===== config.mk =====
export PLATFORM = sky130hd
export DESIGN_NAME = dmac_cfg_port
export DESIGN_NICKNAME = d
export VERILOG_FILES = /design/src/rtl/dmac_cfg_pkg.sv /design/src/rtl/dmac_cfg_decode.sv /design/src/rtl/dmac_cfg_chregs.sv /design/src/rtl/dmac_cfg_ctl.sv /design/src/rtl/dmac_cfg_port.sv
export SDC_FILE = /design/constraint.sdc
export NUM_CORES = 1
export LEC_CHECK = 0
export BUFFER_PORTS_ARGS = -buffer_cell sky130_fd_sc_hd__buf_2
export CORE_AREA = 8 8 205 109
export CTS_CLUSTER_SIZE = 24
export DETAILED_ROUTE_END_ITERATION = 12
export DIE_AREA = 0 0 213 117
export PLACE_DENSITY_LB_ADDON = 0.12
export SYNTH_ARGS = -nofsm -noshare
export SYNTH_HDL_FRONTEND = slang
export SYNTH_HIERARCHICAL = 1
export SYNTH_SLANG_ARGS = --single-unit

===== constraint.sdc =====
create_clock -name clk -period 1.8 [get_ports clk]
set_clock_uncertainty 0.1 [all_clocks]
set_input_delay 0 -clock clk [delete_from_list [all_inputs] [get_ports clk]]
set_output_delay 0 -clock clk [all_outputs]
set_load 0.005 [all_outputs]

===== src/rtl/dmac_cfg_pkg.sv =====
package dmac_cfg_pkg;
  localparam int NCH    = 4;
  localparam int CH_W   = $clog2(NCH);
  localparam int REG_W  = 16;
  localparam int MODE_W = 6;

  localparam logic [3:0] OFS_CMD   = 4'd8;
  localparam logic [3:0] OFS_REQ   = 4'd9;
  localparam logic [3:0] OFS_SMASK = 4'd10;
  localparam logic [3:0] OFS_MODE  = 4'd11;
  localparam logic [3:0] OFS_PTR   = 4'd12;
  localparam logic [3:0] OFS_MCLR  = 4'd13;
  localparam logic [3:0] OFS_UNMSK = 4'd14;
  localparam logic [3:0] OFS_AMASK = 4'd15;

  typedef struct packed {
    logic ch_wr;
    logic ch_rd;
    logic cmd_wr;
    logic stat_rd;
    logic req_wr;
    logic req_rd;
    logic smask_wr;
    logic smask_rd;
    logic mode_wr;
    logic mode_rd;
    logic ptrclr_wr;
    logic ptrset_rd;
    logic mclr_wr;
    logic tmp_rd;
    logic unmask_wr;
    logic mctrclr_rd;
    logic amask_wr;
    logic amask_rd;
  } dec_t;
endpackage


===== src/rtl/dmac_cfg_decode.sv =====
module dmac_cfg_decode
  import dmac_cfg_pkg::*;
(
  input  logic       cs_n,
  input  logic       hold_ack,
  input  logic       rd_stb,
  input  logic       wr_stb,
  input  logic [3:0] addr,
  output dec_t       dec,
  output logic       acc_rd
);
  logic take, wr, rd;

  always_comb begin
    take   = !cs_n && !hold_ack && (rd_stb != wr_stb);
    wr     = take && wr_stb;
    rd     = take && rd_stb;
    acc_rd = rd;
    dec    = '0;
    dec.ch_wr = wr && !addr[3];
    dec.ch_rd = rd && !addr[3];
    case (addr)
      OFS_CMD:   begin dec.cmd_wr    = wr; dec.stat_rd    = rd; end
      OFS_REQ:   begin dec.req_wr    = wr; dec.req_rd     = rd; end
      OFS_SMASK: begin dec.smask_wr  = wr; dec.smask_rd   = rd; end
      OFS_MODE:  begin dec.mode_wr   = wr; dec.mode_rd    = rd; end
      OFS_PTR:   begin dec.ptrclr_wr = wr; dec.ptrset_rd  = rd; end
      OFS_MCLR:  begin dec.mclr_wr   = wr; dec.tmp_rd     = rd; end
      OFS_UNMSK: begin dec.unmask_wr = wr; dec.mctrclr_rd = rd; end
      OFS_AMASK: begin dec.amask_wr  = wr; dec.amask_rd   = rd; end
      default: ;
    endcase
  end
endmodule


===== src/rtl/dmac_cfg_chregs.sv =====
module dmac_cfg_chregs
  import dmac_cfg_pkg::*;
#(
  parameter int N_CH = NCH,
  parameter int RW   = REG_W
) (
  input  logic                    clk,
  input  logic                    rst,
  input  logic                    wr_en,
  input  logic [$clog2(N_CH)-1:0] ch_sel,
  input  logic                    is_cnt,
  input  logic                    byte_hi,
  input  logic [7:0]              wdata,
  output logic [N_CH*RW-1:0]      addr_flat,
  output logic [N_CH*RW-1:0]      cnt_flat
);
  localparam int SW = $clog2(N_CH);

  for (genvar g = 0; g < N_CH; g++) begin : g_ch
    logic [RW-1:0] adr_q, cnt_q;
    logic          hit;
    assign hit = wr_en && (ch_sel == SW'(g));

    always_ff @(posedge clk) begin
      if (rst) begin
        adr_q <= '0;
        cnt_q <= '0;
      end else if (hit) begin
        if (is_cnt) begin
          if (byte_hi) cnt_q[RW-1 -: 8] <= wdata;
          else         cnt_q[7:0]       <= wdata;
        end else begin
          if (byte_hi) adr_q[RW-1 -: 8] <= wdata;
          else         adr_q[7:0]       <= wdata;
        end
      end
    end

    assign addr_flat[g*RW +: RW] = adr_q;
    assign cnt_flat[g*RW +: RW]  = cnt_q;
  end
endmodule


===== src/rtl/dmac_cfg_ctl.sv =====
module dmac_cfg_ctl
  import dmac_cfg_pkg::*;
#(
  parameter int N_CH = NCH,
  parameter int MW   = MODE_W
) (
  input  logic                    clk,
  input  logic                    rst,
  input  dec_t                    dec,
  input  logic [7:0]              wdata,
  input  logic [N_CH-1:0]         tc_set,
  input  logic                    tmp_load,
  input  logic [7:0]              tmp_data,
  output logic [7:0]              cmd_q,
  output logic [N_CH-1:0]         mask_q,
  output logic [N_CH-1:0]         req_q,
  output logic [N_CH-1:0]         tc_q,
  output logic [N_CH*MW-1:0]      mode_flat,
  output logic [7:0]              tmp_q,
  output logic                    byte_hi,
  output logic [$clog2(N_CH)-1:0] mode_ptr
);
  localparam int SW = $clog2(N_CH);

  logic          clr_all;
  logic [SW-1:0] sel;
  assign clr_all = rst || dec.mclr_wr;
  assign sel     = wdata[SW-1:0];

  always_ff @(posedge clk) begin
    if (clr_all) begin
      cmd_q    <= '0;
      tmp_q    <= '0;
      byte_hi  <= 1'b0;
      mode_ptr <= '0;
    end else begin
      if (dec.cmd_wr) cmd_q <= wdata;
      if (tmp_load)   tmp_q <= tmp_data;
      if (dec.ptrclr_wr)               byte_hi <= 1'b0;
      else if (dec.ptrset_rd)          byte_hi <= 1'b1;
      else if (dec.ch_wr || dec.ch_rd) byte_hi <= !byte_hi;
      if (dec.mctrclr_rd)   mode_ptr <= '0;
      else if (dec.mode_rd) mode_ptr <= mode_ptr + 1'b1;
    end
  end

  for (genvar g = 0; g < N_CH; g++) begin : g_bit
    logic          msk_b, req_b, tc_b;
    logic [MW-1:0] mode_b;
    logic          mine;
    assign mine = (sel == SW'(g));

    always_ff @(posedge clk) begin
      if (clr_all) begin
        msk_b <= 1'b1;
        req_b <= 1'b0;
        tc_b  <= 1'b0;
      end else begin
        if (dec.unmask_wr)             msk_b <= 1'b0;
        else if (dec.amask_wr)         msk_b <= wdata[g];
        else if (dec.smask_wr && mine) msk_b <= wdata[2];
        if (dec.req_wr && mine) req_b <= wdata[2];
        tc_b <= (tc_b && !dec.stat_rd) || tc_set[g];
      end
    end

    always_ff @(posedge clk) begin
      if (rst)                        mode_b <= '0;
      else if (dec.mode_wr && mine)   mode_b <= wdata[7 -: MW];
    end

    assign mask_q[g]              = msk_b;
    assign req_q[g]               = req_b;
    assign tc_q[g]                = tc_b;
    assign mode_flat[g*MW +: MW]  = mode_b;
  end
endmodule


===== src/rtl/dmac_cfg_port.sv =====
module dmac_cfg_port
  import dmac_cfg_pkg::*;
#(
  parameter int N_CH = NCH,
  parameter int RW   = REG_W,
  parameter int MW   = MODE_W
) (
  input  logic                 clk,
  input  logic                 rst,
  input  logic                 cs_n,
  input  logic                 hold_ack,
  input  logic                 rd_stb,
  input  logic                 wr_stb,
  input  logic [3:0]           addr,
  input  logic [7:0]           wdata,
  output logic [7:0]           rdata,
  output logic                 rvalid,
  input  logic [N_CH-1:0]      req_lines,
  input  logic [N_CH-1:0]      tc_set,
  input  logic                 tmp_load,
  input  logic [7:0]           tmp_data,
  output logic [7:0]           cmd_o,
  output logic [N_CH*MW-1:0]   mode_o,
  output logic [N_CH-1:0]      mask_o,
  output logic [N_CH-1:0]      swreq_o,
  output logic [N_CH*RW-1:0]   chaddr_o,
  output logic [N_CH*RW-1:0]   chcnt_o
);
  localparam int SW = $clog2(N_CH);

  dec_t             dec;
  logic             acc_rd;
  logic             byte_hi;
  logic [SW-1:0]    mode_ptr;
  logic [N_CH-1:0]  tc_q;
  logic [7:0]       tmp_q;
  logic [7:0]       rd_mux;
  logic [SW-1:0]    ch_idx;
  logic [RW-1:0]    adr_a  [N_CH];
  logic [RW-1:0]    cnt_a  [N_CH];
  logic [MW-1:0]    mode_a [N_CH];
  logic [RW-1:0]    sel16;

  assign ch_idx = addr[SW:1];

  dmac_cfg_decode u_dec (
    .cs_n(cs_n), .hold_ack(hold_ack), .rd_stb(rd_stb), .wr_stb(wr_stb),
    .addr(addr), .dec(dec), .acc_rd(acc_rd)
  );

  dmac_cfg_chregs #(.N_CH(N_CH), .RW(RW)) u_ch (
    .clk(clk), .rst(rst), .wr_en(dec.ch_wr), .ch_sel(ch_idx),
    .is_cnt(addr[0]), .byte_hi(byte_hi), .wdata(wdata),
    .addr_flat(chaddr_o), .cnt_flat(chcnt_o)
  );

  dmac_cfg_ctl #(.N_CH(N_CH), .MW(MW)) u_ctl (
    .clk(clk), .rst(rst), .dec(dec), .wdata(wdata), .tc_set(tc_set),
    .tmp_load(tmp_load), .tmp_data(tmp_data), .cmd_q(cmd_o),
    .mask_q(mask_o), .req_q(swreq_o), .tc_q(tc_q), .mode_flat(mode_o),
    .tmp_q(tmp_q), .byte_hi(byte_hi), .mode_ptr(mode_ptr)
  );

  for (genvar g = 0; g < N_CH; g++) begin : g_view
    assign adr_a[g]  = chaddr_o[g*RW +: RW];
    assign cnt_a[g]  = chcnt_o[g*RW +: RW];
    assign mode_a[g] = mode_o[g*MW +: MW];
  end

  always_comb begin
    rd_mux = '0;
    sel16  = addr[0] ? cnt_a[ch_idx] : adr_a[ch_idx];
    if (!addr[3]) begin
      rd_mux = byte_hi ? sel16[RW-1 -: 8] : sel16[7:0];
    end else begin
      case (addr)
        OFS_CMD:              rd_mux = 8'({req_lines, tc_q});
        OFS_REQ:              rd_mux = 8'(swreq_o);
        OFS_SMASK, OFS_AMASK: rd_mux = 8'(mask_o);
        OFS_MODE:             rd_mux = 8'({mode_a[mode_ptr], mode_ptr});
        OFS_MCLR:             rd_mux = tmp_q;
        default:              rd_mux = '0;
      endcase
    end
  end

  always_ff @(posedge clk) begin
    if (rst) begin
      rvalid <= 1'b0;
      rdata  <= '0;
    end else begin
      rvalid <= acc_rd;
      if (acc_rd) rdata <= rd_mux;
    end
  end
endmodule


==> reports/qor.yml <==
syn_area_per_cell_um2: 10.5
setup_tns_ns: -0.00611
syn_area_um2: 9310
fin_ws_ns: -0.00611
layout_commonest_cell: "buf_2"
port_buffers: 211
dpl.cell_count: 1357
failed_checks: "negative setup slack"
end_kind: "register"
drc: 0
finalCritPeriodShare_pct: 100
synth_fp_nets: 923
power_leakage_nw: 5.97
die_w_um: 213
root_buffer: "clkbuf_16"
ctsHtreeMaxLevel: 4
clock-sinks: 192
setup_viol_count_final: 1
r2r_cells: 4
drtIter0Drc: 664
power_mw: 9.17
nets: 1168
min_period_ns: 1.81
layout.cells.non_filler: 1419
cts_tree: "built"
finalHoldViolations: 0
slew_violations: 0
via_per_inst: 5.46
hpwl_um: 23300
place.gp.congestion: 0.844
grt_start_max_net_pins: 96
dp_slack_ns: -0.0965
fp.dieH_um: 117
powerDensity_nw_per_um2: 775
placed_cell_area_um2: 10900
slew_headroom_pct: 47.3
rows: 37
wl_um: 31300
critPathLaunchType: "register"
syn_to_final_growth_pct: 27.0
holdWs_ns: 0.0292
outcome: "finished, violations left"
track_usage_pct: 24.9
start_util_pct: 47.1
grt_pass1_wl_um: 46700
crit_path_end: "rdata[6]"
hold_class: "input pin to register"
wl_per_cell_um: 22.0
crit_required_ns: 2.05
diodes: 0
rsz0062_at_grt: "false"
grt_pass1_vias: 7496
layout-drive-gt1-share_pct: 32.0
ir_drop_mv: 0.634
design_area_um2: 11800
firstDrtPassIters: 5
criticalPathCategory: "register to register"
arrival_ns: 2.06
dieArea_um2: 24900
ios: 212
synth_warnings: 6
coreArea_um2: 19800
reg2reg_from: "u_ctl/byte_hi"
antenna_left: 0
fin_util_pct: 59.8
drv_cap: 0
num_vias: 7753
worst_slew_pin_slew_ns: 0.787
clock_latency_ns: 0.44
gr-total-overflow: 0
synthCells: 888
clock.fmax_mhz: 554
numCtsBuffers: 17
reg2reg_slack_ns: -0.006
layout_common_cells: "buf_2 (209), mux2i_1 (208), dfxtp_1 (190)"
antenna_found_initial: 0
crit_path_max_fanout: 10
clkTransAtPathRegs_ns: 0.07
cts.path.max_buffers: 2
crit_start: "u_ctl/byte_hi"
r2r-end: "rdata[6]"
## final cells by class
cell class                 count  area, um^2
clock inverter                12         185
sequential                   192        3850
inverter                       5        18.8
fill                        1718        7940
tap                          273         342
timing repair buffer         316        2040
clock buffer                  20         457
multi-input combinational    601        4940
## power by group
part,switching [mW],total (mW),internal [mW]
clock network,1.73,4.15,2.41
registers,0.0214,4.30,4.27
logic,0.400,0.722,0.321
## sequential cells by signal, indices dropped and copies added (netlist names), 2 cells and up
| signal | cells |
|---|---|
| u_ctl/g_bit.msk_b | 4 |
| u_ctl/g_bit.tc_b | 4 |
| u_ctl/cmd_q | 8 |
| u_ch/g_ch.cnt_q | 64 |
| u_ctl/g_bit.req_b | 4 |
| u_ctl/g_bit.mode_b | 24 |
| u_ctl/mode_ptr | 2 |
| rdata | 8 |
| u_ch/g_ch.adr_q | 64 |
| u_ctl/tmp_q | 8 |
## critical path, stage by stage, from the launching register on
cell,delay [ns]
dfxtp_1,0.41
nor3_1,0.63
a22oi_1,0.20
buf_4,0.19
a311oi_1,0.19
## metal layers
metal  up-vias  track usage (%)  routed length, um
met3        12             5.13               2220
met5         -                0                  0
met2       274             35.9              13100
met1      3873             37.7              15700
met4         0             4.94                204
li1       3594                -                  -
## how the worst min path moves through the flow
| stage | slack [ns] | from | to | cells after the start |
|---|---|---|---|---|
| 2_1_floorplan | 0.02 | tc_set[0] | u_ctl/g_bit[0].tc_b | 2 |
| 3_3_place_gp | 0.11 | tc_set[1] | u_ctl/g_bit[1].tc_b | 3 |
| 3_5_place_dp | 0.11 | tc_set[0] | u_ctl/g_bit[0].tc_b | 3 |
| 4_1_cts | 0.01 | req_lines[1] | rdata[5] | 4 |
| 5_1_grt | 0.05 | addr[2] | u_ctl/g_bit[0].msk_b | 6 |
| 6_report | 0.03 | req_lines[1] | rdata[5] | 4 |
## timing repair
| item | in CTS | in global routing |
|---|---|---|
| hold endpoints to repair | 56 | 0 |
| hold buffers | 30 | 0 |
| setup buffers | 0 | 0 |
| setup endpoints to repair | 0 | 22 |
| resized for setup | 0 | 5 |
Note: power is estimated with default switching activity, not from simulation.
